### src/rtl/vote_uart_rx_pkg.sv
package vote_uart_rx_pkg;
   typedef enum logic [1:0] {
      RX_IDLE,
      RX_START,
      RX_DATA,
      RX_STOP
   } rx_phase_t;

   localparam int unsigned STAT_W  = 8;
   localparam int unsigned FE_POS  = 1;
   localparam int unsigned NF_POS  = 2;
   localparam int unsigned RDY_POS = 5;

   function automatic logic vote3(input logic a, input logic b, input logic c);
      return (a & b) | (a & c) | (b & c);
   endfunction
endpackage

### src/rtl/vote_uart_rx_sync.sv
module vote_uart_rx_sync #(
   parameter int unsigned STAGES    = 2,
   parameter logic        RESET_VAL = 1'b1
) (
   input  logic clk,
   input  logic rst_n,
   input  logic d_i,
   output logic q_o
);
   if (STAGES < 2) begin : g_bad_stages
      $error("vote_uart_rx_sync: STAGES must be at least 2");
   end

   logic [STAGES-1:0] chain;

   always_ff @(posedge clk or negedge rst_n) begin
      if (!rst_n) chain <= {STAGES{RESET_VAL}};
      else        chain <= {chain[STAGES-2:0], d_i};
   end

   assign q_o = chain[STAGES-1];
endmodule

### src/rtl/vote_uart_rx_sampler.sv
module vote_uart_rx_sampler
   import vote_uart_rx_pkg::*;
#(
   parameter int unsigned CNT_W = 16
) (
   input  logic             clk,
   input  logic             rst_n,
   input  logic             start_i,
   input  logic             active_i,
   input  logic             rx_i,
   input  logic [CNT_W-1:0] half_i,
   input  logic [CNT_W-1:0] period_i,
   output logic             dec_valid_o,
   output logic             dec_bit_o,
   output logic             dec_noisy_o
);
   if (CNT_W < 3) begin : g_bad_cnt
      $error("vote_uart_rx_sampler: CNT_W must be at least 3");
   end

   localparam int unsigned TW = CNT_W + 1;
   localparam logic [TW-1:0] ONE = TW'(1);
   localparam logic [TW-1:0] TWO = TW'(2);

   logic [TW-1:0] cnt, tgt;
   logic          smp_a, smp_b;
   logic          at_early, at_mid, at_late;

   always_comb begin
      at_early = (cnt == tgt - ONE);
      at_mid   = (cnt == tgt);
      at_late  = (cnt == tgt + ONE);
   end

   always_ff @(posedge clk or negedge rst_n) begin
      if (!rst_n) begin
         cnt   <= '0;
         tgt   <= '0;
         smp_a <= 1'b1;
         smp_b <= 1'b1;
      end else if (start_i) begin
         cnt <= ONE;
         tgt <= {1'b0, half_i};
      end else if (active_i) begin
         if (at_late) begin
            cnt <= TWO;
            tgt <= {1'b0, period_i};
         end else begin
            cnt <= cnt + ONE;
         end
         if (at_early) smp_a <= rx_i;
         if (at_mid)   smp_b <= rx_i;
      end
   end

   assign dec_valid_o = active_i & at_late & ~start_i;
   assign dec_bit_o   = vote3(smp_a, smp_b, rx_i);
   assign dec_noisy_o = (smp_a != smp_b) | (smp_b != rx_i);
endmodule

### src/rtl/vote_uart_rx_frame.sv
module vote_uart_rx_frame
   import vote_uart_rx_pkg::*;
#(
   parameter int unsigned DATA_W = 8
) (
   input  logic              clk,
   input  logic              rst_n,
   input  logic              en_i,
   input  logic              short_i,
   input  logic              rx_i,
   input  logic              dec_valid_i,
   input  logic              dec_bit_i,
   input  logic              dec_noisy_i,
   output logic              start_o,
   output logic              active_o,
   output logic              done_o,
   output logic              start_bad_o,
   output logic              stop_bad_o,
   output logic              noise_o,
   output logic [DATA_W-1:0] word_o
);
   if (DATA_W < 2) begin : g_bad_width
      $error("vote_uart_rx_frame: DATA_W must be at least 2");
   end

   localparam int unsigned IDX_W = (DATA_W > 2) ? $clog2(DATA_W) : 1;

   rx_phase_t         phase;
   logic              rx_prev;
   logic [IDX_W-1:0]  idx;
   logic [IDX_W-1:0]  last_idx;
   logic [DATA_W-1:0] shreg;
   logic              dv;

   assign last_idx    = short_i ? IDX_W'(DATA_W - 2) : IDX_W'(DATA_W - 1);
   assign dv          = dec_valid_i & en_i;
   assign start_o     = (phase == RX_IDLE) & en_i & rx_prev & ~rx_i;
   assign active_o    = (phase != RX_IDLE);
   assign done_o      = dv & (phase == RX_STOP);
   assign start_bad_o = dv & (phase == RX_START) & dec_bit_i;
   assign stop_bad_o  = done_o & ~dec_bit_i;
   assign noise_o     = dv & dec_noisy_i;
   assign word_o      = short_i ? {1'b0, shreg[DATA_W-1:1]} : shreg;

   always_ff @(posedge clk or negedge rst_n) begin
      if (!rst_n) begin
         phase   <= RX_IDLE;
         rx_prev <= 1'b1;
         idx     <= '0;
         shreg   <= '0;
      end else begin
         rx_prev <= rx_i;
         if (!en_i) begin
            phase <= RX_IDLE;
         end else begin
            case (phase)
               RX_IDLE:  if (start_o) phase <= RX_START;
               RX_START: if (dv) begin
                  idx   <= '0;
                  phase <= dec_bit_i ? RX_IDLE : RX_DATA;
               end
               RX_DATA:  if (dv) begin
                  shreg <= {dec_bit_i, shreg[DATA_W-1:1]};
                  idx   <= idx + IDX_W'(1);
                  if (idx == last_idx) phase <= RX_STOP;
               end
               RX_STOP:  if (dv) phase <= RX_IDLE;
               default:  phase <= RX_IDLE;
            endcase
         end
      end
   end
endmodule

### src/rtl/vote_uart_rx.sv
module vote_uart_rx
   import vote_uart_rx_pkg::*;
#(
   parameter int unsigned DATA_W      = 8,
   parameter int unsigned CNT_W       = 16,
   parameter int unsigned SYNC_STAGES = 2
) (
   input  logic              clk,
   input  logic              rst_n,
   input  logic              rx_i,
   input  logic              en_i,
   input  logic              short_word_i,
   input  logic [CNT_W-1:0]  bit_period_i,
   input  logic [CNT_W-1:0]  half_period_i,
   input  logic [STAT_W-1:0] status_clr_i,
   output logic [DATA_W-1:0] data_o,
   output logic [STAT_W-1:0] status_o
);
   logic              rx_s;
   logic              frame_start, frame_active, frame_done;
   logic              start_bad, stop_bad, bit_noise;
   logic              dec_valid, dec_bit, dec_noisy;
   logic [DATA_W-1:0] frame_word;
   logic              fe_q, nf_q, rdy_q;

   vote_uart_rx_sync #(.STAGES(SYNC_STAGES), .RESET_VAL(1'b1)) u_sync (
      .clk(clk), .rst_n(rst_n), .d_i(rx_i), .q_o(rx_s)
   );

   vote_uart_rx_sampler #(.CNT_W(CNT_W)) u_sampler (
      .clk(clk), .rst_n(rst_n),
      .start_i(frame_start), .active_i(frame_active), .rx_i(rx_s),
      .half_i(half_period_i), .period_i(bit_period_i),
      .dec_valid_o(dec_valid), .dec_bit_o(dec_bit), .dec_noisy_o(dec_noisy)
   );

   vote_uart_rx_frame #(.DATA_W(DATA_W)) u_frame (
      .clk(clk), .rst_n(rst_n), .en_i(en_i), .short_i(short_word_i), .rx_i(rx_s),
      .dec_valid_i(dec_valid), .dec_bit_i(dec_bit), .dec_noisy_i(dec_noisy),
      .start_o(frame_start), .active_o(frame_active), .done_o(frame_done),
      .start_bad_o(start_bad), .stop_bad_o(stop_bad), .noise_o(bit_noise),
      .word_o(frame_word)
   );

   always_ff @(posedge clk or negedge rst_n) begin
      if (!rst_n) begin
         data_o <= '0;
         fe_q   <= 1'b0;
         nf_q   <= 1'b0;
         rdy_q  <= 1'b0;
      end else begin
         if (frame_done) data_o <= frame_word;
         fe_q  <= (fe_q  & ~status_clr_i[FE_POS])  | start_bad | stop_bad;
         nf_q  <= (nf_q  & ~status_clr_i[NF_POS])  | bit_noise;
         rdy_q <= (rdy_q & ~status_clr_i[RDY_POS]) | frame_done;
      end
   end

   always_comb begin
      status_o          = '0;
      status_o[FE_POS]  = fe_q;
      status_o[NF_POS]  = nf_q;
      status_o[RDY_POS] = rdy_q;
   end
endmodule

### config.mk
export PLATFORM = sky130hd
export DESIGN_NAME = vote_uart_rx
export DESIGN_NICKNAME = d
export VERILOG_FILES = /design/src/rtl/vote_uart_rx_pkg.sv /design/src/rtl/vote_uart_rx_sync.sv /design/src/rtl/vote_uart_rx_sampler.sv /design/src/rtl/vote_uart_rx_frame.sv /design/src/rtl/vote_uart_rx.sv
export SDC_FILE = /design/constraint.sdc
export NUM_CORES = 1
export LEC_CHECK = 0
export BUFFER_PORTS_ARGS = -buffer_cell sky130_fd_sc_hd__buf_2
export CAP_MARGIN = 20
export CORE_UTILIZATION = 35
export CTS_CLUSTER_DIAMETER = 120
export CTS_CLUSTER_SIZE = 30
export DETAILED_ROUTE_END_ITERATION = 16
export GPL_TIMING_DRIVEN = 1
export PLACE_DENSITY = 0.62
export SYNTH_ARGS = -nofsm -noshare
export SYNTH_HDL_FRONTEND = slang
export SYNTH_SLANG_ARGS = --single-unit
### constraint.sdc
create_clock -name clk -period 8.8 [get_ports clk]
set_clock_uncertainty 0.15 [all_clocks]
set_input_delay 2.2 -clock clk [delete_from_list [all_inputs] [get_ports clk]]
set_output_delay 2.2 -clock clk [all_outputs]
set_load 0.01 [all_outputs]
==> summary.txt <==
Synthesis
  • Cell area after synthesis: ~4400 um^2
  • Post-synthesis cell type count: 64
  • Yosys warnings: 0
  • Simple-gate share of the synthesized area: 25.09%
  • Most numerous cell in the Yosys netlist: nand2_1
  • Mapped Cells: 497
  • Mux share of post-synthesis cell area: 7.108%
  • Synth Flop Type: dfrtp_1
  • Synth async-reset ratio: 100.0%
  • Avg Cell Area, Syn: 8.819 um^2
  • Main area contributors after synthesis: dfrtp_1 33%, mux2_2 5.9%, xor2_1 5.6%
  • Post-synth top area share: 32.54%
  • Area share of fa/ha/maj cells after synthesis: 2.855%
  • Post-synth top cells: 58 x nand2_1, 57 x dfrtp_1, 47 x nor2_1, 28 x xor2_1, 23 x mux2_2
  • Post-synthesis compound-gate area fraction: 13.10%
  • Largest family of logic cells by synthesized area: simple AND/OR/NAND/NOR gates
  • Flops & latches, synth: a little over 60
  • Dominant cell type by area after synthesis: dfrtp_1
  • Number of synthesized flops with an enable pin: 0
  • Sequential area share after synthesis: a little over a third
  • Synth Area in XOR/XNOR: 9.363%

STA
  • Setup_tns: 0 ns
  • Worst Slack Setup Final: slightly above 5 ns
  • RSZ-0062 raised after global routing: false
  • Final Hold Fails: 0
  • Worst Tran Pin Value: between 1 and 1.5 ns
  • Final Max Slew Viols: 0
  • Slew margin rel.: 19.98%
  • Fmax: 0.2688 GHz
  • Final setup vio count: 0
  • Final Cycle Share: roughly 42%
  • Min Tclk post-route: between 3 and 4 ns

Clock network
  • Cts repair resizes: 0
  • CTS tree: built
  • Clock buffer depth: 2
  • Worst-path clk slew: 0.05 ns
  • CTS hold repair buffers: 0
  • Clock root buffer: clkbuf_16
  • Htree depth: 3
  • Num CTS Buffers: 9
  • Clk Latency, worst-skew pair: around 0.33 ns
  • Setup Fix Bufs, Post-CTS: 0
  • Clk sinks: 62

Route
  • Antenna-violating nets left: 0
  • DRC viols: 0
  • Via/cell ratio: around 5.5
  • DRT Wirelength: 11.14 mm
  • DR vias: approximately 3800
  • Pre-antenna DRT Iters: 6
  • Iteration-0 DRC Markers: 214
  • Routed len/inst: 16.08 um

Cells and area
  • Final Instance Area: 4935 um^2
  • Fraction of layout cells with a size suffix above 1: 20.38%
  • Area growth syn-to-layout: 12.59%
  • Final #Nets: between 500 and 600
  • Fill cell total of the finished layout: ~1200
  • N_diodes: 0

GRT
  • Initial antenna violation count: 0
  • Vias in the first global route: 3705
  • GRT Total Usage: 18.13%
  • Largest net degree at the start of global routing: 63
  • First-pass GRT wire length: 18.29 mm
  • Total grt overflow: 0

Critical path
  • Critical Path Fanout Max: 12
  • Worst setup SP type: input pin
  • CP Data Required Time: 8.85 ns
  • Critical path class: input pin to flop
  • Setup crit end kind: flop
  • Reg2Reg Setup Slack: 5.10 ns
  • Critical Path AT: 3.77 ns

Floorplan
  • Starting Density: 36.19%
  • I/O Pins: 61
  • # rows: 40
  • Die span in y: 113.9 um
  • Die span in x: 113.9 um
  • Core box area: 12110 um^2
  • Die area: 12970 um^2

Placement
  • DP HPWL: 8.072 mm
  • Setup WS pre-CTS: around 4.8 ns
  • RePlAce Congestion: 0.9120
  • Port buffer count: 50
  • Placed Instance Area: between 4000 and 5000 um^2

Worst hold path
  • Hold crit path type: flop to flop

Pwr
  • IR drop worst, VDD: 0.0001408 V
  • PwrDens: about 240 nW/um^2
  • Leakage: 2.200 nW

Job
  • Max cap viols: 0

Outcome
  • Status: finished, final reports clean
[registers in the layout, summed over array words and instances, names as in the netlist]
| register | cells |
|---|---|
| nf_q | 1 |
| u_sampler.smp_a | 1 |
| u_sampler.cnt | 17 |
| u_sync.chain | 2 |
| u_frame.shreg | 8 |
| data_o | 8 |
| u_sampler.smp_b | 1 |
| u_frame.phase | 2 |
| u_sampler.tgt | 16 |
| rdy_q | 1 |
| u_frame.rx_prev | 1 |
| fe_q | 1 |
| u_frame.idx | 3 |
[final timing paths]
check                                       from                 to  cells past startpoint
worst max-delay path                        en_i  u_sampler.cnt[13]                      6
worst min-delay path             u_sync.chain[0]    u_sync.chain[1]                      0
worst max register to register  u_sampler.tgt[2]    u_sampler.smp_a                      6
worst min register to register   u_sync.chain[0]    u_sync.chain[1]                      0
max in group asynchronous                  rst_n   u_sampler.tgt[0]                      2
min in group asynchronous                  rst_n              rdy_q                      2
[cell type report]
class / count / area [um^2] / share of cell area (%)
multi-input combinational: 376 / 2540 / 51.47
inverter: 17 / 63.81 / 1.293
tap: 168 / 210.2 / 4.260
clock inverter: 1 / 5.005 / 0.1014
clock buffer: 15 / 277.8 / 5.629
sequential: 62 / 1558 / 31.57
timing repair buffer: 54 / 280.3 / 5.680
[logic make-up after synthesis]
group	count (synthesis)
AOI/OAI and AO/OA	79
adders and majority gates	10
buffers and inverters	63
other	1
muxes	28
xor gates and xnor gates	46
DFF	62
and+or+nand+nor	208
[power breakdown]
part / leakage [nW] / switching (mW) / total, mW / internal [mW]
logic: 1.28 / 0.221 / 0.382 / 0.161
clock network: 0.140 / 0.118 / 0.331 / 0.213
registers: 0.781 / 0.124 / 0.453 / 0.329
total: 2.20 / 0.463 / 1.17 / 0.703
[per-stage QoR]
stage / instances / hold WS (ns) / total power, mW / util (%)
after floorplan: 501 / 0.1952 / 0.7348 / -
after CTS: 693 / 0.2060 / 1.167 / 40.74
final: 693 / 0.2050 / 1.166 / 40.74
after detailed placement: 677 / 0.1987 / 0.8327 / 38.41
after global routing: 693 / 0.2126 / 1.236 / 40.74
after global placement: 677 / 0.1958 / 0.8187 / 38.41
[worst max-delay path, stage by stage]
cell	delay (ns)
buf_2	0.25
a21oi_1	0.23
nor3_1	0.67
nand4_1	0.19
xor2_1	0.17
nor2_1	0.05
[layout by cell type (no fill, tap or decap), drive strengths merged, types with 5 or more instances in the layout]
cell and n:
clkbuf 15, a31oi 19, nand3 23, conb 5
xnor2 17, o21ai 10, nand2 58, a21oi 7
and2 5, nor2 47, ha 10, nand4 20
o211ai 8, dfstp 5, nor4 9, buf 54
inv 17, nor2b 5, xor2 29, dfrtp 57
mux2 25, nor3 10
[per-layer routing]
layer | wire (um) | up-vias | track usage (%)
met2 | 5326 | 114 | 30.81
met1 | 4913 | 1878 | 22.04
li1 | - | 1810 | -
met3 | 534 | 25 | 2.816
met4 | 368 | 0 | 9.957
met5 | 0 | - | 0
(Power assumes the default switching activity.)
